[config.mk]
export PLATFORM = sky130hd
export DESIGN_NAME = snoop_dup_tag_dir
export DESIGN_NICKNAME = d
export VERILOG_FILES = /design/src/rtl/sdt_pkg.sv /design/src/rtl/sdt_tag_copy.sv /design/src/rtl/sdt_cpu_port.sv /design/src/rtl/sdt_snoop_filter.sv /design/src/rtl/snoop_dup_tag_dir.sv
export SDC_FILE = /design/constraint.sdc
export NUM_CORES = 2
export LEC_CHECK = 0
export BUFFER_PORTS_ARGS = -buffer_cell sky130_fd_sc_hd__buf_2
export CAP_MARGIN = 25
export CORE_MARGIN = 2
export CORE_UTILIZATION = 40
export CTS_CLUSTER_DIAMETER = 50
export CTS_CLUSTER_SIZE = 25
export DETAILED_ROUTE_END_ITERATION = 8
export GPL_ROUTABILITY_DRIVEN = 1
export PLACE_DENSITY = 0.54
export SETUP_SLACK_MARGIN = 0.5
export SKIP_LAST_GASP = 1
export SYNTH_ARGS = -nofsm -noshare
export SYNTH_HDL_FRONTEND = slang
export SYNTH_SLANG_ARGS = --single-unit
[constraint.sdc]
create_clock -name clk -period 3.63 [get_ports clk]
set_input_delay 0.726 -clock clk [delete_from_list [all_inputs] [get_ports clk]]
set_output_delay 0.726 -clock clk [all_outputs]
set_load 0.1 [all_outputs]
[src/rtl/sdt_pkg.sv]
package sdt_pkg;

  typedef enum logic [1:0] {
    SNP_IDLE = 2'd0,
    SNP_SELF = 2'd1,
    SNP_MISS = 2'd2,
    SNP_HIT  = 2'd3
  } snoop_verdict_e;

  // Extract a field of w bits starting at bit lo.
  function automatic logic [63:0] pick_bits(input logic [63:0] v,
                                            input int unsigned lo,
                                            input int unsigned w);
    logic [63:0] m;
    m = (w >= 64) ? '1 : ((64'd1 << w) - 64'd1);
    return (v >> lo) & m;
  endfunction

  // Position of the lowest set bit (0 when none).
  function automatic int unsigned low_index(input logic [63:0] v);
    int unsigned r;
    r = 0;
    for (int i = 63; i >= 0; i--) begin
      if (v[i]) r = i;
    end
    return r;
  endfunction

endpackage

[src/rtl/sdt_tag_copy.sv]
module sdt_tag_copy #(
  parameter int SETS  = 16,
  parameter int WAYS  = 4,
  parameter int TAG_W = 24,
  localparam int LINES  = SETS * WAYS,
  localparam int SET_W  = $clog2(SETS),
  localparam int WAY_W  = $clog2(WAYS),
  localparam int SLOT_W = $clog2(LINES)
) (
  input  logic              clk,
  input  logic              rst_n,
  input  logic [SET_W-1:0]  lk_set,
  input  logic [TAG_W-1:0]  lk_tag,
  output logic [WAYS-1:0]   tag_eq,
  input  logic              wr_en,
  input  logic [SLOT_W-1:0] wr_slot,
  input  logic [TAG_W-1:0]  wr_tag,
  input  logic              inv_en,
  input  logic [SLOT_W-1:0] inv_slot,
  output logic [LINES-1:0]  valid_flat
);

  logic [TAG_W-1:0] tag_q [LINES];
  logic [LINES-1:0] valid_q;

  // Tag storage needs no reset: valid bits guard it.
  always_ff @(posedge clk) begin
    if (wr_en) tag_q[wr_slot] <= wr_tag;
  end

  // Invalidate is applied after the fill so it wins on a collision.
  always_ff @(posedge clk or negedge rst_n) begin
    if (!rst_n) begin
      valid_q <= '0;
    end else begin
      if (wr_en)  valid_q[wr_slot]  <= 1'b1;
      if (inv_en) valid_q[inv_slot] <= 1'b0;
    end
  end

  generate
    for (genvar w = 0; w < WAYS; w++) begin : g_way
      localparam logic [WAY_W-1:0] WI = WAY_W'(w);
      assign tag_eq[w] = (tag_q[{lk_set, WI}] == lk_tag);
    end
  endgenerate

  assign valid_flat = valid_q;

endmodule

[src/rtl/sdt_cpu_port.sv]
module sdt_cpu_port #(
  parameter int WAYS = 4,
  localparam int WAY_W = $clog2(WAYS)
) (
  input  logic             clk,
  input  logic             rst_n,
  input  logic             lkp_valid,
  input  logic [WAYS-1:0]  tag_eq,
  input  logic [WAYS-1:0]  valid_row,
  output logic             hit_q,
  output logic [WAY_W-1:0] way_q
);
  import sdt_pkg::*;

  logic [WAYS-1:0] hit_vec;
  assign hit_vec = tag_eq & valid_row;

  always_ff @(posedge clk or negedge rst_n) begin
    if (!rst_n) begin
      hit_q <= 1'b0;
      way_q <= '0;
    end else begin
      hit_q <= lkp_valid && (|hit_vec);
      way_q <= WAY_W'(low_index(64'(hit_vec)));
    end
  end

endmodule

[src/rtl/sdt_snoop_filter.sv]
module sdt_snoop_filter #(
  parameter int WAYS  = 4,
  parameter int MID_W = 3,
  parameter logic [MID_W-1:0] SELF_ID = '0,
  localparam int WAY_W = $clog2(WAYS)
) (
  input  logic                   clk,
  input  logic                   rst_n,
  input  logic                   snp_valid,
  input  logic [MID_W-1:0]       snp_master,
  input  logic [WAYS-1:0]        tag_eq,
  input  logic [WAYS-1:0]        valid_row,
  output sdt_pkg::snoop_verdict_e verdict,
  output logic                   inv_en,
  output logic [WAY_W-1:0]       inv_way,
  output logic                   hit_q,
  output logic [WAY_W-1:0]       way_q
);
  import sdt_pkg::*;

  logic [WAYS-1:0] hit_vec;
  assign hit_vec = tag_eq & valid_row;

  always_comb begin
    if (!snp_valid)                verdict = SNP_IDLE;
    else if (snp_master == SELF_ID) verdict = SNP_SELF;
    else if (|hit_vec)             verdict = SNP_HIT;
    else                           verdict = SNP_MISS;
  end

  assign inv_en  = (verdict == SNP_HIT);
  assign inv_way = WAY_W'(low_index(64'(hit_vec)));

  always_ff @(posedge clk or negedge rst_n) begin
    if (!rst_n) begin
      hit_q <= 1'b0;
      way_q <= '0;
    end else begin
      hit_q <= inv_en;
      way_q <= inv_way;
    end
  end

endmodule

[src/rtl/snoop_dup_tag_dir.sv]
module snoop_dup_tag_dir #(
  parameter int ADDR_W     = 32,
  parameter int LINE_BYTES = 16,
  parameter int SETS       = 16,
  parameter int WAYS       = 4,
  parameter int MID_W      = 3,
  parameter logic [MID_W-1:0] SELF_ID = '0,
  localparam int OFF_W  = $clog2(LINE_BYTES),
  localparam int SET_W  = $clog2(SETS),
  localparam int WAY_W  = $clog2(WAYS),
  localparam int TAG_W  = ADDR_W - OFF_W - SET_W,
  localparam int LINES  = SETS * WAYS,
  localparam int SLOT_W = $clog2(LINES)
) (
  input  logic              clk,
  input  logic              rst_n,
  input  logic              cpu_lkp_valid,
  input  logic [ADDR_W-1:0] cpu_lkp_addr,
  output logic              cpu_hit,
  output logic [WAY_W-1:0]  cpu_hit_way,
  input  logic              fill_valid,
  input  logic [ADDR_W-1:0] fill_addr,
  input  logic [WAY_W-1:0]  fill_way,
  input  logic              snp_valid,
  input  logic [MID_W-1:0]  snp_master,
  input  logic [ADDR_W-1:0] snp_addr,
  output logic              snp_hit,
  output logic [WAY_W-1:0]  snp_hit_way
);
  import sdt_pkg::*;

  localparam int N_COPY = 2;   // index 0: CPU side, 1: bus side

  // Address fields
  logic [SET_W-1:0] cpu_set, snp_set, fill_set;
  logic [TAG_W-1:0] cpu_tag, snp_tag, fill_tag;

  assign cpu_set  = SET_W'(pick_bits(64'(cpu_lkp_addr), OFF_W, SET_W));
  assign cpu_tag  = TAG_W'(pick_bits(64'(cpu_lkp_addr), OFF_W + SET_W, TAG_W));
  assign snp_set  = SET_W'(pick_bits(64'(snp_addr), OFF_W, SET_W));
  assign snp_tag  = TAG_W'(pick_bits(64'(snp_addr), OFF_W + SET_W, TAG_W));
  assign fill_set = SET_W'(pick_bits(64'(fill_addr), OFF_W, SET_W));
  assign fill_tag = TAG_W'(pick_bits(64'(fill_addr), OFF_W + SET_W, TAG_W));

  // Named internal events, observed by the checker
  snoop_verdict_e     snp_verdict;
  logic               inv_en;
  logic [WAY_W-1:0]   inv_way;
  logic [SLOT_W-1:0]  inv_idx;
  logic [SLOT_W-1:0]  fill_idx;
  logic [LINES-1:0]   valid_cpu;
  logic [LINES-1:0]   valid_bus;

  assign inv_idx  = {snp_set, inv_way};
  assign fill_idx = {fill_set, fill_way};

  logic [SET_W-1:0] lk_set_a [N_COPY];
  logic [TAG_W-1:0] lk_tag_a [N_COPY];
  logic [WAYS-1:0]  tag_eq_a [N_COPY];
  logic [LINES-1:0] valid_a  [N_COPY];

  always_comb begin
    lk_set_a[0] = cpu_set;
    lk_tag_a[0] = cpu_tag;
    lk_set_a[1] = snp_set;
    lk_tag_a[1] = snp_tag;
  end

  // Identical copies: same write and invalidate traffic, separate lookup
  generate
    for (genvar c = 0; c < N_COPY; c++) begin : g_copy
      sdt_tag_copy #(
        .SETS (SETS),
        .WAYS (WAYS),
        .TAG_W(TAG_W)
      ) copy_i (
        .clk       (clk),
        .rst_n     (rst_n),
        .lk_set    (lk_set_a[c]),
        .lk_tag    (lk_tag_a[c]),
        .tag_eq    (tag_eq_a[c]),
        .wr_en     (fill_valid),
        .wr_slot   (fill_idx),
        .wr_tag    (fill_tag),
        .inv_en    (inv_en),
        .inv_slot  (inv_idx),
        .valid_flat(valid_a[c])
      );
    end
  endgenerate

  assign valid_cpu = valid_a[0];
  assign valid_bus = valid_a[1];

  logic [WAYS-1:0] cpu_row, bus_row;
  assign cpu_row = valid_cpu[{cpu_set, {WAY_W{1'b0}}} +: WAYS];
  assign bus_row = valid_bus[{snp_set, {WAY_W{1'b0}}} +: WAYS];

  sdt_cpu_port #(.WAYS(WAYS)) cpu_i (
    .clk      (clk),
    .rst_n    (rst_n),
    .lkp_valid(cpu_lkp_valid),
    .tag_eq   (tag_eq_a[0]),
    .valid_row(cpu_row),
    .hit_q    (cpu_hit),
    .way_q    (cpu_hit_way)
  );

  sdt_snoop_filter #(
    .WAYS   (WAYS),
    .MID_W  (MID_W),
    .SELF_ID(SELF_ID)
  ) snp_i (
    .clk       (clk),
    .rst_n     (rst_n),
    .snp_valid (snp_valid),
    .snp_master(snp_master),
    .tag_eq    (tag_eq_a[1]),
    .valid_row (bus_row),
    .verdict   (snp_verdict),
    .inv_en    (inv_en),
    .inv_way   (inv_way),
    .hit_q     (snp_hit),
    .way_q     (snp_hit_way)
  );

endmodule

==> impl_metrics.ini <==
[die]
start_util_pct = 40.3
row_count = 162
die_h_um = 447
die-area_mm2 = 0.200
coreArea_mm2 = 0.195
io-pin-count = 112
die_x_um = 447

[drt]
drtPass1Iterations = 5
route.vias.total = 52127
avgViaCountPerCell = 6.37
wirelength_um = 309000
met2_length_um = 145000
wl_per_cell_um = 37.7
dr_wl_met3_um = 27500
top_layer_used = met5
drt-met1-wl_um = 119000
drc = 0
dr.first_iter.drc_count = 6715
postRouteAntennaNets = 0

[setup_path]
rr_startpoint = g_copy[1].copy_i.tag_q[47][23]
cp_top_family = buffers and inverters
crit_fanout = 17
start_kind = primary input
path_buf_inv = 10
cp_slowest_cell = nor4_4
crit_start = snp_addr[7]
criticalPathCategory = primary input to flop
worst_ep_arrival_time_ns = 4.33
r2r_slack_ns = 0.16
r2r_cells = 11
path_cells = buf_4, buf_4, nand3_4, buf_4, buf_12, buf_12, o22ai_1, nor4_2, buf_4, xnor2_1, nor4_2, nand2_1, nor4_4, buf_4, buf_12, nor3_4, buf_12, buf_12, a31oi_1
cp_num_cells = 19
crit_path_max_incr_delay_ns = 0.47
r2r_end = g_copy[1].copy_i.valid_flat[63]
required_ns = 4.38
crit_end = g_copy[1].copy_i.valid_flat[19]
end_kind = flop

[final_layout]
syn2layout_area_growth_pct = 24.9
fin_cells = 8189
final_area_mm2 = 0.0983
fin_nets = 5511
fin_util_pct = 50.3
drive_gt1_share_pct = 37.8
fillers = 16192

[synth]
yosysSeqAreaShare_pct = 62.9
async_reset_ff_share_pct = 8.02
synth_mux_area_share_pct = 24.6
synth_xor_area_share_pct = 2.10
syn_nets = 4680
yosys.area_share.adder_pct = 0
synth_top_family_by_area = multiplexers
syn_area_mm2 = 0.0787
synth.avg_cell_area_um2 = 17.2
synth_cell_types = 74
yosysTopAreaCellShare_pct = 58.6
synth-simple-area-share_pct = 3.20
synth_area_leaders = edfxtp_1, mux4_2, mux2i_1
synth_flop_cell = edfxtp_1
ys.warnings.count = 0
yosysTopAreaCell = edfxtp_1
synth_cells = 4574
synth-compound-area-share_pct = 4.77
ys_seq_elements = 1670
synth_edf_count = 1536

[timing]
rsz0062_at_grt = true
worst_pin_slew_ns = 1.26
skew_ns = 0.0468
period_minus_slack_ns = 3.58
drv_slew = 0
finalHoldViolCount = 0
finalSetupViolations = 0
fin_crit_sh_pct = 98.5
max_freq_ghz = 0.280
maxSlewHeadroom_pct = 15.9
tns_ns = 0

[power]
p_clk_share_pct = 40.8
power_frac_comb_pct = 12.5
p_per_area_mw_per_mm2 = 470
total_power_mw = 46.2
power.internal_mw = 34.2
swShare_pct = 26.1
ir_worst_vdd_mv = 0.397
total_leakage_power_nw = 34.6
p_sw_mw = 12.0
seq_power_share_pct = 46.7

[clock_network]
cts.sinks = 1670
clockBufferDepth = 3
clock_latency_ns = 0.85
cts_root_buf = clkbuf_16
clk_pin_slew_worst_paths_ns = 0.07
cts_max_level = 4
numCtsBuffers = 170
cts_tree = yes

[placement]
dpl.cell_count = 7692
placed_area_mm2 = 0.0887
port_buffers = 99
gp_congestion = 0.912
hpwl_um = 200000

[flow_run]
cap_violations = 0

[min_path]
min_path_type = primary input to flop

[global_routing]
grt_first_pass_wirelength_um = 417000
gr-usage-all-layers_pct = 30.4
antenna_found_initial = 26
grt_start_max_net_pins = 70
grt_pass1_vias = 50886
grt_overflow = 0

[run_status]
status = finished clean
==> Yosys cell counts (all sizes together), types with 17 or more instances <==
cell type and number:
edfxtp 1536, nor2b 18, a21oi 91, a31oi 68
mux4 532, o21ai 19, a221oi 20, nand2 55
clkbuf 121, nor4 73, buf 224, nand4 17
xor2 69, a22oi 29, nor3 25, nor2 250
o22ai 282, mux2 24, xnor2 120, dfrtp 134
mux2i 710
==> final cells by class <==
type                    instances  area [um2]  share of cell area [%]
flip-flops and latches       1670       49500                    50.4
multi-input cells            2550       29000                    29.5
repair buffers               1004       10400                    10.6
clock buffers                 180        4420                    4.50
well taps                    2624        3280                    3.34
clock inverters               139        1600                    1.63
inverters                       9        36.3                  0.0369
diodes                         13        32.5                  0.0331
==> state kept, by name, summed over array words and instances (netlist names) <==
| signal | cells |
|---|---|
| snp_i.way_q | 2 |
| snp_i.hit_q | 1 |
| cpu_i.hit_q | 1 |
| g_copy.copy_i.valid_flat | 128 |
| cpu_i.way_q | 2 |
| g_copy.copy_i.tag_q | 1536 |
==> repair_timing <==
item / in CTS / in global routing
gates resized for setup: 103 / 163
setup endpoints to repair: 134 / 134
cloned: 11 / 13
endpoints found under the hold margin: 67 / 0
setup buffers: 39 / 99
hold buffers: 1 / 0
pin swaps: 21 / 49
==> per-stage QoR <==
step	hold WS (ns)	worst slack [ns]
6_report	0.114	0.0546
5_1_grt	0.102	-0.0207
4_1_cts	0.0673	0.259
3_5_place_dp	0.514	-1.06
3_3_place_gp	0.500	-1.08
2_1_floorplan	0.430	-0.105
==> worst min-delay path by stage <==
stage	start	endpoint	slack, ns	cells after the start
floorplan	rst_n	cpu_i.hit_q	0.43	0
global placement	g_copy[0].copy_i.valid_flat[52]	g_copy[0].copy_i.valid_flat[52]	0.50	2
detailed placement	g_copy[0].copy_i.valid_flat[9]	g_copy[0].copy_i.valid_flat[9]	0.51	2
CTS	cpu_lkp_valid	cpu_i.hit_q	0.07	2
global route	cpu_lkp_valid	cpu_i.hit_q	0.10	2
finish	cpu_lkp_valid	cpu_i.hit_q	0.11	2
==> layout by cell type (no fill, tap or decap), types with 15 or more instances in the layout <==
master and instances:
dfrtp_1 134, nor2_1 185, nor2b_1 15, a21oi_1 73
clkinvlp_4 17, a21oi_2 17, mux2_2 23, nor4_1 29
xor2_1 65, mux2i_1 692, clkinv_8 17, inv_8 16
buf_4 666, inv_6 32, a22oi_1 29, buf_2 90
nand4_1 17, buf_6 26, a31oi_1 39, nor3_1 22
xnor2_1 114, clkbuf_16 188, a221oi_1 17, buf_16 28
edfxtp_1 1536, mux4_2 532, clkinv_4 16, buf_12 164
nor2_4 65, nor4_2 37, nand2_1 55, a31oi_4 25
o21ai_0 17, o22ai_1 270
==> metal layers <==
metal  vias to the layer above  GRT usage [%]
met5                         -              0
met4                        10           14.5
met3                       659           5.56
met2                      2929           48.4
met1                     27855           40.4
li1                      20674              -
==> power groups by stage <==
stage                     sequential [mW]  combinational [mW]  clock, mW
after CTS                            21.6                5.37       19.0
after global routing                 21.6                5.96       19.8
after global placement               22.0                5.13          0
after detailed placement             22.0                5.17          0
after floorplan                      21.9                2.73          0
final                                21.6                5.77       18.9
==> cells by family (layout without fill, tap and decap cells) <==
kind of cell / count (synthesis) / after routing
AOI/OAI and AO/OA: 583 / 583
DFF: 1670 / 1670
muxes: 1266 / 1266
other: 0 / 13
and+or+nand+nor: 512 / 512
xor gates and xnor gates: 189 / 189
buffers and inverters: 354 / 1332
No activity file was read; power rests on OpenSTA's default activity.
